## config.mk

```make
export PLATFORM = sky130hd
export DESIGN_NAME = sdma_pair
export DESIGN_NICKNAME = d
export VERILOG_FILES = /design/src/rtl/sdma_pkg.sv /design/src/rtl/sdma_chan.sv /design/src/rtl/sdma_arb.sv /design/src/rtl/sdma_pair.sv
export SDC_FILE = /design/constraint.sdc
export NUM_CORES = 1
export LEC_CHECK = 0
export CORE_MARGIN = 2
export CORE_UTILIZATION = 44
export DETAILED_ROUTE_END_ITERATION = 8
export PLACE_DENSITY = 0.76
export SLEW_MARGIN = 20
export SYNTH_ARGS = -nofsm -noshare
export SYNTH_HDL_FRONTEND = slang
export SYNTH_HIERARCHICAL = 1
export SYNTH_SLANG_ARGS = --single-unit
```

## constraint.sdc

```tcl
create_clock -name clk -period 2.4 [get_ports clk]
set_clock_uncertainty 0.1 [all_clocks]
set_input_delay 0.36 -clock clk [delete_from_list [all_inputs] [get_ports clk]]
set_output_delay 0.36 -clock clk [all_outputs]
set_load 0.01 [all_outputs]
```

## src/rtl/sdma_pkg.sv

```systemverilog
package sdma_pkg;
   typedef enum logic { ST_IDLE, ST_BUSY } xfer_state_t;

   localparam int CH_RX = 0;
   localparam int CH_TX = 1;

   localparam logic [2:0] OFS_RX_ADDR  = 3'd0;
   localparam logic [2:0] OFS_RX_COUNT = 3'd1;
   localparam logic [2:0] OFS_TX_ADDR  = 3'd2;
   localparam logic [2:0] OFS_TX_COUNT = 3'd3;
   localparam logic [2:0] OFS_FLAGS    = 3'd4;
   localparam logic [2:0] OFS_MASK_SET = 3'd5;
   localparam logic [2:0] OFS_MASK_CLR = 3'd6;
   localparam logic [2:0] OFS_MASK     = 3'd7;
endpackage

```

## src/rtl/sdma_chan.sv

```systemverilog
module sdma_chan #(
   parameter int AW   = 32,
   parameter int CW   = 16,
   parameter int STEP = 1
) (
   input  logic          clk,
   input  logic          rst_n,
   input  logic          wr_addr,
   input  logic          wr_count,
   input  logic [31:0]   wdata,
   input  logic          xfer_done,
   output logic [AW-1:0] addr,
   output logic [CW-1:0] count,
   output logic          eob,
   output logic          armed
);
   localparam logic [CW-1:0] ONE = CW'(1);

   initial begin
      if (AW < 1 || AW > 32) $error("sdma_chan: AW out of range");
      if (CW < 1 || CW > 32) $error("sdma_chan: CW out of range");
      if (STEP < 1)          $error("sdma_chan: STEP must be positive");
   end

   assign armed = (count != '0);

   always_ff @(posedge clk) begin
      if (!rst_n) begin
         addr  <= '0;
         count <= '0;
         eob   <= 1'b0;
      end else begin
         if (wr_addr)        addr <= wdata[AW-1:0];
         else if (xfer_done) addr <= addr + AW'(STEP);

         if (wr_count)       count <= wdata[CW-1:0];
         else if (xfer_done) count <= count - ONE;

         if (wr_count && wdata[CW-1:0] != '0)  eob <= 1'b0;
         else if (xfer_done && !wr_count && count == ONE) eob <= 1'b1;
      end
   end

   AST_COUNT_STEP: assert property (@(posedge clk) disable iff (!rst_n)
      xfer_done && !wr_count |=> count == CW'($past(count) - ONE));
   AST_ADDR_STEP: assert property (@(posedge clk) disable iff (!rst_n)
      xfer_done && !wr_addr |=> addr == AW'($past(addr) + AW'(STEP)));
   AST_EOB_AT_ZERO: assert property (@(posedge clk) disable iff (!rst_n)
      xfer_done && !wr_count && count == ONE |=> eob);
   AST_NO_XFER_IDLE: assert property (@(posedge clk) disable iff (!rst_n)
      xfer_done |-> armed);
endmodule

```

## src/rtl/sdma_arb.sv

```systemverilog
module sdma_arb #(
   parameter bit RX_FIRST = 1'b1
) (
   input  logic [1:0] req,
   output logic [1:0] grant
);
   generate
      if (RX_FIRST) begin : g_rx_first
         assign grant[0] = req[0];
         assign grant[1] = req[1] & ~req[0];
      end else begin : g_tx_first
         assign grant[1] = req[1];
         assign grant[0] = req[0] & ~req[1];
      end
   endgenerate

   always_comb begin
      AST_ONE_GRANT: assert ($onehot0(grant));
      AST_GRANT_REQ: assert ((grant & ~req) == 2'b00);
   end
endmodule

```

## src/rtl/sdma_pair.sv

```systemverilog
module sdma_pair
   import sdma_pkg::*;
#(
   parameter int AW   = 32,
   parameter int CW   = 16,
   parameter int DW   = 8,
   parameter int STEP = 1
) (
   input  logic          clk,
   input  logic          rst_n,
   input  logic          reg_we,
   input  logic [2:0]    reg_addr,
   input  logic [31:0]   reg_wdata,
   output logic [31:0]   reg_rdata,
   output logic          irq,
   input  logic          rx_req,
   input  logic [DW-1:0] rx_data,
   output logic          rx_ack,
   input  logic          tx_req,
   output logic          tx_load,
   output logic [DW-1:0] tx_data,
   output logic          mem_req,
   output logic          mem_we,
   output logic [AW-1:0] mem_addr,
   output logic [DW-1:0] mem_wdata,
   input  logic [DW-1:0] mem_rdata,
   input  logic          mem_ack
);
   localparam int NCH = 2;

   initial begin
      if (DW < 1 || DW > 32) $error("sdma_pair: DW out of range");
   end

   logic [NCH-1:0]  ch_wr_addr, ch_wr_count, ch_done, ch_eob, ch_armed;
   logic [AW-1:0]   ch_addr  [NCH];
   logic [CW-1:0]   ch_count [NCH];
   logic [NCH-1:0]  req_vec, grant;
   logic [NCH-1:0]  mask;
   xfer_state_t     state;
   logic            cur_tx;
   logic            finish;

   assign ch_wr_addr[CH_RX]  = reg_we && reg_addr == OFS_RX_ADDR;
   assign ch_wr_count[CH_RX] = reg_we && reg_addr == OFS_RX_COUNT;
   assign ch_wr_addr[CH_TX]  = reg_we && reg_addr == OFS_TX_ADDR;
   assign ch_wr_count[CH_TX] = reg_we && reg_addr == OFS_TX_COUNT;

   assign finish = (state == ST_BUSY) && mem_ack;

   generate
      for (genvar i = 0; i < NCH; i++) begin : g_ch
         assign ch_done[i] = finish && (cur_tx == (i == CH_TX));
         sdma_chan #(.AW(AW), .CW(CW), .STEP(STEP)) u_chan (
            .clk       (clk),
            .rst_n     (rst_n),
            .wr_addr   (ch_wr_addr[i]),
            .wr_count  (ch_wr_count[i]),
            .wdata     (reg_wdata),
            .xfer_done (ch_done[i]),
            .addr      (ch_addr[i]),
            .count     (ch_count[i]),
            .eob       (ch_eob[i]),
            .armed     (ch_armed[i])
         );
      end
   endgenerate

   assign req_vec = (state == ST_IDLE && !rx_ack && !tx_load)
                  ? {tx_req & ch_armed[CH_TX], rx_req & ch_armed[CH_RX]} : '0;

   sdma_arb #(.RX_FIRST(1'b1)) u_arb (.req(req_vec), .grant(grant));

   always_ff @(posedge clk) begin
      if (!rst_n) begin
         state     <= ST_IDLE;
         cur_tx    <= 1'b0;
         mem_addr  <= '0;
         mem_wdata <= '0;
         rx_ack    <= 1'b0;
         tx_load   <= 1'b0;
         tx_data   <= '0;
         mask      <= '0;
      end else begin
         rx_ack  <= finish && !cur_tx;
         tx_load <= finish && cur_tx;
         if (finish && cur_tx) tx_data <= mem_rdata;
         case (state)
            ST_IDLE: if (|grant) begin
               state     <= ST_BUSY;
               cur_tx    <= grant[CH_TX];
               mem_addr  <= grant[CH_TX] ? ch_addr[CH_TX] : ch_addr[CH_RX];
               mem_wdata <= rx_data;
            end
            default: if (mem_ack) state <= ST_IDLE;
         endcase
         if (reg_we && reg_addr == OFS_MASK_SET)      mask <= mask | reg_wdata[NCH-1:0];
         else if (reg_we && reg_addr == OFS_MASK_CLR) mask <= mask & ~reg_wdata[NCH-1:0];
      end
   end

   assign mem_req = (state == ST_BUSY);
   assign mem_we  = !cur_tx;
   assign irq     = |(ch_eob & mask);

   always_comb begin
      reg_rdata = '0;
      case (reg_addr)
         OFS_RX_ADDR:  reg_rdata[AW-1:0] = ch_addr[CH_RX];
         OFS_RX_COUNT: reg_rdata[CW-1:0] = ch_count[CH_RX];
         OFS_TX_ADDR:  reg_rdata[AW-1:0] = ch_addr[CH_TX];
         OFS_TX_COUNT: reg_rdata[CW-1:0] = ch_count[CH_TX];
         OFS_FLAGS:    reg_rdata[NCH-1:0] = ch_eob;
         OFS_MASK:     reg_rdata[NCH-1:0] = mask;
         default:      reg_rdata = '0;
      endcase
   end

   AST_REQ_HOLD: assert property (@(posedge clk) disable iff (!rst_n)
      mem_req && !mem_ack |=> mem_req && $stable(mem_addr));
   AST_RX_ACK_AFTER_WRITE: assert property (@(posedge clk) disable iff (!rst_n)
      $rose(rx_ack) |-> $past(mem_ack && mem_req && mem_we));
   AST_TX_LOAD_AFTER_READ: assert property (@(posedge clk) disable iff (!rst_n)
      $rose(tx_load) |-> $past(mem_ack && mem_req && !mem_we));
   AST_PULSES_EXCLUSIVE: assert property (@(posedge clk) disable iff (!rst_n)
      !(rx_ack && tx_load));
endmodule

```

==> results.ini, run 1 <==
[run_status]
status = complete, but fails checks
violations = setup timing

[routing]
ant_nets = 0
viasPerCell = 6.314
drt-wirelength-per-cell_um = 21.48
drt_iter0_markers = 1357
firstDrtPassIters = 5
num_vias = 10153
drc = 0
wirelength_um = 34540

[floorplanning]
die-area_um2 = 21690
rows = 52
ioPinCount = 142
dieWidth_um = 147.3
core_area_um2 = 20170
start_util_pct = 44.78
fp.dieH_um = 147.3

[clock_network]
cts_sinks = 152
cts_buffer_depth = 2
cts_tree = done
root_buffer = clkbuf_16
cts_buffers = 17
clkSlewWorstSetupHoldPaths_ns = 0.06
hold_buffers = 0
clk_latency_ns = 0.44
htreeDepth = 4

[layout]
area_growth_pct = 43.23
multi_input_area_um2 = 5794
seq_area_um2 = 3048
fillers = 1581
final_nets = 1388
mostFrequentLayoutCells = dfxtp_1 (148), buf_4 (145), clkdlybuf4s50_1 (105), nand2_1 (88), o21ai_0 (69)
n_antenna_cell = 0
layout_commonest_cell = dfxtp_1
drive_gt1_share_pct = 22.12
fin_area_um2 = 12940

[logic_synthesis]
synth.distinct_cells = 60
synth_edf_count = 0
ys_ff_latch = 152
synth_nets = 1126
yosysWarnings = 6
synthesis.area_um2 = 9032
syn_inst = 1063
synthArstFlopShare_pct = 0
ys_seq_area_share_pct = 33.69
synthFlopType = dfxtp_1
syn_area_per_cell_um2 = 8.497

[global_routing]
grt_usage_pct = 31.17
grt_pass1_wl_um = 52760
antenna_found_initial = 0
grt_max_degree = 56
grt_pass1_vias = 9524
overflow = 0

[critical_path]
critPathCapture = mem_addr[15]$_SDFFE_PN0P_
cp.arrival_ns = 2.90
cp_data_required_time_ns = 2.64
worstRegToRegCells = 11
path_class = flip-flop to flip-flop
worstReg2RegEnd = mem_addr[15]$_SDFFE_PN0P_
cp-startpoint = g_ch[0].u_chan/count[5]$_SDFFE_PN0P_
cp-start-kind = flip-flop
cp-end-kind = flip-flop
r2r_slack_ns = -0.27
timing.rr.start = g_ch[0].u_chan/count[5]$_SDFFE_PN0P_
critPathMaxFanout = 5

[place]
dpl.hpwl_um = 23780
place.gp.congestion = 0.9511
port_buffers = 141
dpl_cell_area_um2 = 11720

[pwr]
ir_drop_uv = 500.8
p_comb_share_pct = 40.1
total_leakage_power_nw = 5.166
pwr-share-clk_pct = 28.1
swShare_pct = 32.82
power_density_nw_per_um2 = 787.6
power_frac_seq_pct = 31.8
switchingPower_w = 0.003344
p_int_w = 0.006846
finalPower_w = 0.01019

[sta]
fmax_mhz = 374.8
hold_viol = 0
setup_ws_ns = -0.2682
max_slew_margin_pct = 52.13
slew_viol_final = 0
period_needed_ns = 2.668
worst_pin_slew_ns = 0.7115
setup_viol = 40
rsz0062_at_grt = yes
min_period_over_period_pct = 111.2
setup-tns-final_ns = -7.052

[min_path]
hp-class = input port to flip-flop

[flow_run]
max-cap-violations = 0

[power by group through the flow]
| stage | registers, W | logic (W) | clock network [W] |
|---|---|---|---|
| after floorplan | 0.00338 | 0.00169 | 0 |
| after global routing | 0.00329 | 0.00431 | 0.00298 |
| after global placement | 0.00325 | 0.00316 | 0 |
| after detailed placement | 0.00327 | 0.00322 | 0 |
| after CTS | 0.00323 | 0.00407 | 0.00286 |
| final | 0.00324 | 0.00409 | 0.00286 |
[metrics by stage]
stage / setup WS (ns) / instances / hold WS, ns / util [%]
2_1_floorplan: -0.02850 / 1063 / 0.3792 / -
3_3_place_gp: -0.3108 / 1555 / 0.3395 / 58.10
3_5_place_dp: -0.3449 / 1555 / 0.3476 / 58.10
4_1_cts: -0.2168 / 1611 / 0.3398 / 64.27
5_1_grt: -0.2940 / 1608 / 0.3575 / 64.14
6_report: -0.2682 / 1608 / 0.3530 / 64.14
[worst min-delay path by stage]
| stage | slack, ns | end | startpoint | cells past startpoint |
|---|---|---|---|---|
| 5_1_grt | 0.36 | g_ch[1].u_chan/addr[18]$_SDFFE_PN0P_ | rst_n | 4 |
| 2_1_floorplan | 0.38 | mem_wdata[0]$_SDFFE_PN0P_ | mem_wdata[0]$_SDFFE_PN0P_ | 2 |
| 4_1_cts | 0.34 | g_ch[1].u_chan/addr[22]$_SDFFE_PN0P_ | rst_n | 4 |
| 3_3_place_gp | 0.34 | mem_wdata[0]$_SDFFE_PN0P_ | mem_wdata[0]$_SDFFE_PN0P_ | 2 |
| 6_report | 0.35 | g_ch[1].u_chan/addr[22]$_SDFFE_PN0P_ | rst_n | 4 |
| 3_5_place_dp | 0.35 | mem_wdata[0]$_SDFFE_PN0P_ | mem_wdata[0]$_SDFFE_PN0P_ | 2 |
[routing by layer]
layer | vias to the layer above | GRT usage (%) | wire length (um)
met5 | - | 0 | 0
met4 | 0 | 16.15 | 1740
met3 | 145 | 6.863 | 3753
met2 | 705 | 48.76 | 15540
met1 | 4744 | 40.47 | 13500
li1 | 4559 | - | -
[synth_stat cells (16+ instances only)]
| cell | number | area [um2] |
|---|---|---|
| xnor2_1 | 34 | 297.8 |
| nor4_1 | 36 | 225.2 |
| nand2_1 | 101 | 379.1 |
| a31oi_1 | 16 | 100.1 |
| inv_1 | 20 | 75.07 |
| a22o_1 | 19 | 166.4 |
| o211ai_1 | 18 | 135.1 |
| nand3_1 | 34 | 170.2 |
| o211a_1 | 32 | 320.3 |
| or3_1 | 18 | 112.6 |
| a211oi_1 | 18 | 135.1 |
| dfxtp_1 | 152 | 3043 |
| o21ai_0 | 69 | 345.3 |
| or4_1 | 20 | 150.1 |
| and3_1 | 17 | 106.4 |
| nor2_1 | 54 | 202.7 |
| nor3_1 | 27 | 135.1 |
| a311oi_1 | 18 | 157.7 |
| nand4_1 | 26 | 162.7 |
| mux2i_1 | 42 | 420.4 |
| a21oi_1 | 58 | 290.3 |
| clkbuf_1 | 51 | 191.4 |
[flip-flops by register name, summed over array words and instances (netlist names), named ones only]
signal             cells
tx_load                1
tx_data                8
g_ch.u_chan/eob        2
g_ch.u_chan/count     32
mem_req                1
mem_wdata              8
mem_addr              32
g_ch.u_chan/addr      64
cur_tx                 1
rx_ack                 1
[logic make-up after synthesis]
family	synth area share, %
compound gates	21.36
mux	8.436
xor+xnor	4.460
fa+ha+maj	0.8311
flops	33.69
simple gates	25.78
buf+inv	5.444
[worst max-delay path: stages, from the launching register on]
cell     delay [ns]
dfxtp_2        0.32
or4_4          0.56
nor3_4         0.22
nand3_2        0.12
and3_4         0.18
nor2b_4        0.21
buf_6          0.17
buf_16         0.14
mux2i_1        0.22
buf_4          0.16
nand2_2        0.04
o211a_1        0.11
[cell type report]
cell class,count,share of cell area [%]
Timing Repair Buffer,322,23.55
Clock buffer,20,3.530
Clock inverter,12,1.296
Tap cell,270,2.611
Sequential cell,152,23.56
Multi-Input combinational cell,809,44.79
Inverter,23,0.6673
[timing repair]
item / 4_1_cts / 5_1_grt
buffers inserted: 14 / 2
setup endpoints to repair: 72 / 43
resized for setup: 118 / 16
pin swaps: 30 / 7
gates cloned: 10 / 0
Power figures use the tool's default switching activity.
==> inputs of run 2 (changes only) <==
--- a/config.mk
+++ b/config.mk
@@ -9,8 +9,9 @@
 export CORE_UTILIZATION = 44
 export DETAILED_ROUTE_END_ITERATION = 8
 export PLACE_DENSITY = 0.76
-export SLEW_MARGIN = 20
+export SLEW_MARGIN = 10
 export SYNTH_ARGS = -nofsm -noshare
 export SYNTH_HDL_FRONTEND = slang
 export SYNTH_HIERARCHICAL = 1
 export SYNTH_SLANG_ARGS = --single-unit
+export TNS_END_PERCENT = 30
==> results.ini, run 2 (synthesis gave the netlist of run 1 again) <==
[layout]
mostFrequentLayoutCells = dfxtp_1 (147), buf_4 (142), clkdlybuf4s50_1 (107), nand2_1 (96), o21ai_0 (69)
largest_registers = g_ch.u_chan/addr x64, g_ch.u_chan/count x32, mem_addr x32
final_nets = 1370  ; -1.3%
largest_register_ffs = 64  ; unchanged
area_growth_pct = 39.74
layout_commonest_cell = dfxtp_1
finalNonFillerCells = 1588  ; -1.2%
n_antenna_cell = 0  ; unchanged
drive_gt1_share_pct = 20.26  ; -1.9 points
largest-register = g_ch.u_chan/addr

[clock_network]
cts_buffer_depth = 2  ; unchanged
htreeDepth = 4  ; unchanged
cts_sinks = 152  ; unchanged
clkSlewWorstSetupHoldPaths_ns = 0.07  ; about the same
hold_buffers = 0  ; unchanged
root_buffer = clkbuf_16
clk_latency_ns = 0.44  ; about the same
cts_buffers = 17  ; unchanged
cts_tree = done

[flow_run]
max-cap-violations = 0  ; unchanged

[routing]
viasPerCell = 6.246  ; -1.1%
firstDrtPassIters = 5  ; unchanged
ant_nets = 0  ; unchanged
drc = 0  ; unchanged
num_vias = 9918  ; -2.3%
wirelength_um = 33160  ; -4.0%
drt-wirelength-per-cell_um = 20.88  ; -2.8%
drt_iter0_markers = 1233  ; -9.1%

[sta]
worst_pin_slew_ns = 0.5971  ; -0.1143 ns
setup_viol = 35  ; -13%
min_period_over_period_pct = 105.8  ; -5.4 points
max_slew_margin_pct = 59.82  ; +7.7 points
fmax_mhz = 393.8  ; +5.1%
rsz0062_at_grt = yes
hold_viol = 0  ; unchanged
slew_viol_final = 0  ; unchanged
period_needed_ns = 2.539  ; -0.1291 ns
setup_ws_ns = -0.1391  ; +0.1291 ns

[global_routing]
grt_usage_pct = 29.41  ; -1.8 points
overflow = 0  ; unchanged
grt_pass1_wl_um = 50380  ; -4.5%
grt_pass1_vias = 9052  ; -5.0%
antenna_found_initial = 0  ; unchanged
grt_max_degree = 53  ; -5.4%

[critical_path]
cp_slowest_cell = or4_4
timing.rr.start = g_ch[0].u_chan/count[5]$_SDFFE_PN0P_
path_cells = or4_4 > nor3_4 > nand3_1 > and3_4 > nor2b_4 > buf_12 > buf_12 > mux2i_2 > buf_4 > nand2_2 > o211a_1
worstReg2RegEnd = mem_addr[12]$_SDFFE_PN0P_
cp_top_family = simple AND/OR/NAND/NOR gates
worstRegToRegCells = 11  ; unchanged
critPathMaxFanout = 6  ; +1
r2r_slack_ns = -0.14  ; +0.13 ns
cp_data_required_time_ns = 2.63  ; about the same
crit_buf_inv = 3  ; unchanged
crit_top_cell = buf_12
cp-start-kind = flip-flop
max_stage_delay_ns = 0.55  ; about the same
path_class = flip-flop to flip-flop
cp-end-kind = flip-flop
cp.arrival_ns = 2.77  ; -0.13 ns

[floorplanning]
rows = 52  ; unchanged
ioPinCount = 142  ; unchanged
dieWidth_um = 147.3  ; unchanged
die-area_um2 = 21690  ; unchanged
start_util_pct = 44.78  ; unchanged
fp.dieH_um = 147.3  ; unchanged
core_area_um2 = 20170  ; unchanged

[run_status]
status = complete, but fails checks
violations = setup timing

[pwr]
power_density_nw_per_um2 = 764.3  ; -3.0%
ir_drop_uv = 480.1  ; -4.1%
total_leakage_power_nw = 5.018  ; -2.9%

[min_path]
whs_path_depth = 3  ; -1
hold_start = rst_n
hp-class = input port to flip-flop
holdPathEnd = g_ch[1].u_chan/addr[18]$_SDFFE_PN0P_

[place]
preCtsSetupSlack_ns = -0.3580  ; -0.01310 ns
place.gp.congestion = 0.9652  ; +1.5%
port_buffers = 141  ; unchanged
dpl.hpwl_um = 24000  ; +0.93%
dp.cells = 1552  ; -0.19%

## run 2: what timing repair did
action                                  4_1_cts  5_1_grt
endpoints found under the setup margin       72       49
gates resized for setup                      66       29
buffers inserted                              0        1
cloned                                        2        6
pin swaps                                     1        3
## run 2: worst max path at each step
| stage | cells past startpoint | start | slack, ns | to |
|---|---|---|---|---|
| 6_report | 11 | g_ch[0].u_chan/count[5]$_SDFFE_PN0P_ | -0.14 | mem_addr[12]$_SDFFE_PN0P_ |
| 5_1_grt | 11 | g_ch[0].u_chan/count[5]$_SDFFE_PN0P_ | -0.18 | mem_addr[12]$_SDFFE_PN0P_ |
| 4_1_cts | 9 | g_ch[0].u_chan/count[5]$_SDFFE_PN0P_ | -0.17 | mem_addr[6]$_SDFFE_PN0P_ |
| 3_5_place_dp | 5 | reg_addr[0] | -0.36 | reg_rdata[6] |
| 3_3_place_gp | 5 | reg_addr[0] | -0.31 | reg_rdata[15] |
| 2_1_floorplan | 11 | g_ch[1].u_chan/count[2]$_SDFFE_PN0P_ | -0.03 | mem_addr[0]$_SDFFE_PN0P_ |
## run 2: area by class of cell
type / count / area [um2]
Clock buffer: 18 / 429.2
Clock inverter: 12 / 153.9
Fill cell: 1670 / 7547
Inverter: 23 / 86.33
Multi-Input combinational cell: 808 / 5748
Sequential cell: 152 / 3049
Tap cell: 270 / 337.8
Timing Repair Buffer: 305 / 2818
## run 2: through the flow
stage | total power, W | setup TNS, ns | hold slack (ns) | util [%] | area [um2]
4_1_cts | 0.009236 | -2.694 | 0.2286 | 61.50 | 12400
3_5_place_dp | 0.006377 | -23.07 | 0.3473 | 57.86 | 11670
3_3_place_gp | 0.006296 | -16.87 | 0.3402 | 57.86 | 11670
5_1_grt | 0.01004 | -4.448 | 0.2533 | 62.58 | 12620
2_1_floorplan | 0.005066 | -0.8953 | 0.3792 | - | 9116
6_report | 0.009646 | -1.919 | 0.2364 | 62.58 | 12620
## run 2: worst min-delay path, delay by kind of cell
kind	cells	cell delay (ns)
buffers and inverters	1	0.21
AOI/OAI and AO/OA	2	0.15
## run 2: layer usage
metal / routed length (um) / vias up / global-route usage, % / part of all wire [%]
met3: 3133 / 107 / 5.590 / 9.4
met1: 13610 / 4734 / 40.07 / 41
met5: 0 / - / 0 / 0
met4: 1436 / 0 / 12.79 / 4.3
met2: 14980 / 565 / 45.58 / 45
li1: - / 4512 / - / -
## run 2: report_power, final
| group | total [W] | leakage [nW] | switching, W | internal, W |
|---|---|---|---|---|
| registers | 0.00325 | 1.24 | 0.000313 | 0.00294 |
| logic | 0.00367 | 3.50 | 0.00172 | 0.00195 |
| clock network | 0.00273 | 0.278 | 0.00111 | 0.00162 |
| total | 0.00965 | 5.02 | 0.00314 | 0.00651 |
==> inputs of run 3 (changes only) <==
--- a/config.mk
+++ b/config.mk
@@ -5,9 +5,11 @@
 export SDC_FILE = /design/constraint.sdc
 export NUM_CORES = 1
 export LEC_CHECK = 0
+export CORE_ASPECT_RATIO = 1.1
 export CORE_MARGIN = 2
 export CORE_UTILIZATION = 44
 export DETAILED_ROUTE_END_ITERATION = 8
+export GPL_TIMING_DRIVEN = 0
 export PLACE_DENSITY = 0.76
 export SLEW_MARGIN = 10
 export SYNTH_ARGS = -nofsm -noshare
==> results.ini, run 3 (synthesis gave the netlist of run 1 again) <==
[run_status]
status = complete, but fails checks
violations = setup timing

[layout]
n_antenna_cell = 0  ; unchanged
drive_gt1_share_pct = 19.12  ; -1.1 points
largest_register_ffs = 64  ; unchanged
seq_area_um2 = 3107  ; +1.9%
multi_input_area_um2 = 5847  ; +1.7%
mostFrequentLayoutCells = dfxtp_1 (117), clkdlybuf4s50_1 (109), nand2_1 (98), o21ai_0 (69), a21oi_1 (58)
area_growth_pct = 36.68
fillers = 1656  ; -0.84%
largest_registers = g_ch.u_chan/addr x64, g_ch.u_chan/count x32, mem_addr x32
largest-register = g_ch.u_chan/addr
final_nets = 1326  ; -3.2%
layout_commonest_cell = dfxtp_1

[place]
preCtsSetupSlack_ns = -1.039  ; -0.6806 ns
dpl.hpwl_um = 24470  ; +2.0%
port_buffers = 140  ; -0.71%
place.gp.congestion = 0.9904  ; +2.6%

[floorplanning]
rows = 54  ; +3.8%
die-area_um2 = 21690  ; about the same
dieWidth_um = 140.6  ; -4.5%
core_area_um2 = 20000  ; -0.84%
start_util_pct = 45.16  ; +0.38 points
fp.dieH_um = 154.3  ; +4.7%
ioPinCount = 142  ; unchanged

[sta]
min_period_over_period_pct = 108.0  ; +2.3 points
worst_pin_slew_ns = 0.7092  ; +0.1121 ns
period_needed_ns = 2.593  ; +0.05400 ns
setup_ws_ns = -0.1931  ; -0.05400 ns
rsz0062_at_grt = yes
slew_viol_final = 0  ; unchanged
whs_ns = 0.3542  ; +0.1178 ns
hold_viol = 0  ; unchanged
max_slew_margin_pct = 52.72  ; -7.1 points
setup_viol = 49  ; +40%
fmax_mhz = 385.6  ; -2.1%

[global_routing]
grt_pass1_wl_um = 53610  ; +6.4%
antenna_found_initial = 0  ; unchanged
grt_pass1_vias = 9364  ; +3.4%
grt_max_degree = 17  ; -68%
overflow = 0  ; unchanged
grt_usage_pct = 31.71  ; +2.3 points

[clock_network]
root_buffer = clkbuf_16
cts_sinks = 152  ; unchanged
htreeDepth = 4  ; unchanged
cts_buffer_depth = 2  ; unchanged
clk_latency_ns = 0.43  ; about the same
cts_tree = done
clkSlewWorstSetupHoldPaths_ns = 0.06  ; about the same
cts_buffers = 17  ; unchanged

[routing]
drc = 0  ; unchanged
viasPerCell = 6.486  ; +3.8%
num_vias = 9910  ; -0.081%
drt-wirelength-per-cell_um = 23.15  ; +11%
wirelength_um = 35380  ; +6.7%
firstDrtPassIters = 7  ; +2
drt_iter0_markers = 1078  ; -13%
ant_nets = 0  ; unchanged

[critical_path]
max_stage_delay_ns = 0.55  ; about the same
r2r_slack_ns = -0.19  ; -0.05 ns
cp_slowest_cell = or4_4
cp_data_required_time_ns = 2.62  ; about the same
critPathMaxFanout = 6  ; unchanged
cp.arrival_ns = 2.81  ; +0.04 ns
cp-start-kind = flip-flop
crit_buf_inv = 3  ; unchanged
path_class = flip-flop to flip-flop
cp-end-kind = flip-flop
path_cells = or4_4 > nor3_4 > nand3_4 > and3_4 > nor2b_4 > buf_6 > buf_12 > buf_8 > mux2i_4 > nand2_1 > o211a_1
cp_top_family = simple AND/OR/NAND/NOR gates

[pwr]
power_density_nw_per_um2 = 808.7  ; +5.8%
finalPower_w = 0.009984  ; +3.5%
total_leakage_power_nw = 4.824  ; -3.9%
ir_drop_uv = 524.1  ; +9.1%

[min_path]
hp-class = flip-flop to flip-flop

[flow_run]
max-cap-violations = 0  ; unchanged

-- run 3: changes by cell type in the layout (fill, tap and decap cells not counted), sizes merged --
| cell | previous run | this run |
|---|---|---|
| dlygate4sd2 | 31 | 16 |
| dlymetal6s2s | 0 | 12 |
| clkinvlp | 3 | 8 |
| bufbuf | 1 | 0 |
| bufinv | 3 | 2 |
| buf | 160 | 74 |
| clkdlybuf4s15 | 0 | 2 |
| clkbuf | 24 | 69 |
| inv | 21 | 20 |
| clkinv | 8 | 4 |
| clkdlybuf4s50 | 107 | 109 |
-- run 3: repair_timing --
action                     CTS  global route
pin swaps                   27            20
gates cloned                 6             2
resized for setup          158            53
hold buffers                 0             0
setup endpoints to repair  170           118
buffers inserted            34             5
-- run 3: worst paths after layout --
kind | start | end | cells after the start
max | g_ch[0].u_chan/count[2]$_SDFFE_PN0P_ | mem_addr[16]$_SDFFE_PN0P_ | 11
min reg2reg | mem_wdata[5]$_SDFFE_PN0P_ | mem_wdata[5]$_SDFFE_PN0P_ | 2
max reg2reg | g_ch[0].u_chan/count[2]$_SDFFE_PN0P_ | mem_addr[16]$_SDFFE_PN0P_ | 11
min | mem_wdata[5]$_SDFFE_PN0P_ | mem_wdata[5]$_SDFFE_PN0P_ | 2
-- run 3: power breakdown --
part	switching [W]	internal, W
clock network	0.00111	0.00158
registers	0.000379	0.00295
logic	0.00183	0.00213
total	0.00333	0.00666
-- run 3: routing by layer --
layer  wire, um  GRT usage, %  part of all wire [%]  up-vias
met2      15920         50.48                    45      677
met5          0             0                     0        -
met3       3759         6.935                    11      126
met4       1872         15.62                   5.3        0
li1           -             -                     -     4414
met1      13820         40.79                    39     4693
-- run 3: worst register-to-register path: stages, from the launching register on --
cell and delay, ns:
dfxtp_4 0.34, or4_4 0.55, nor3_4 0.19, nand3_4 0.14
and3_4 0.19, nor2b_4 0.10, buf_6 0.13, buf_12 0.14
buf_8 0.14, mux2i_4 0.27, nand2_1 0.08, o211a_1 0.12
-- run 3: cell type report --
| cell class | instances | share of cell area, % |
|---|---|---|
| clock buffer | 21 | 3.730 |
| inverter | 23 | 0.8006 |
| tap | 252 | 2.554 |
| buffer | 74 | 4.084 |
| timing repair buffer | 187 | 15.30 |
| multi-input combinational | 808 | 47.36 |
| sequential | 152 | 25.16 |
| clock inverter | 11 | 1.003 |
-- run 3: per-stage QoR --
step / area [um2] / util [%] / setup TNS [ns] / std cells
2_1_floorplan: 9116 / - / -0.8953 / 1063
3_3_place_gp: 10830 / 54.17 / -99.32 / 1455
3_5_place_dp: 10840 / 54.20 / -101.87 / 1455
4_1_cts: 12120 / 60.59 / -5.643 / 1524
5_1_grt: 12350 / 61.73 / -8.671 / 1528
6_report: 12350 / 61.73 / -5.560 / 1528
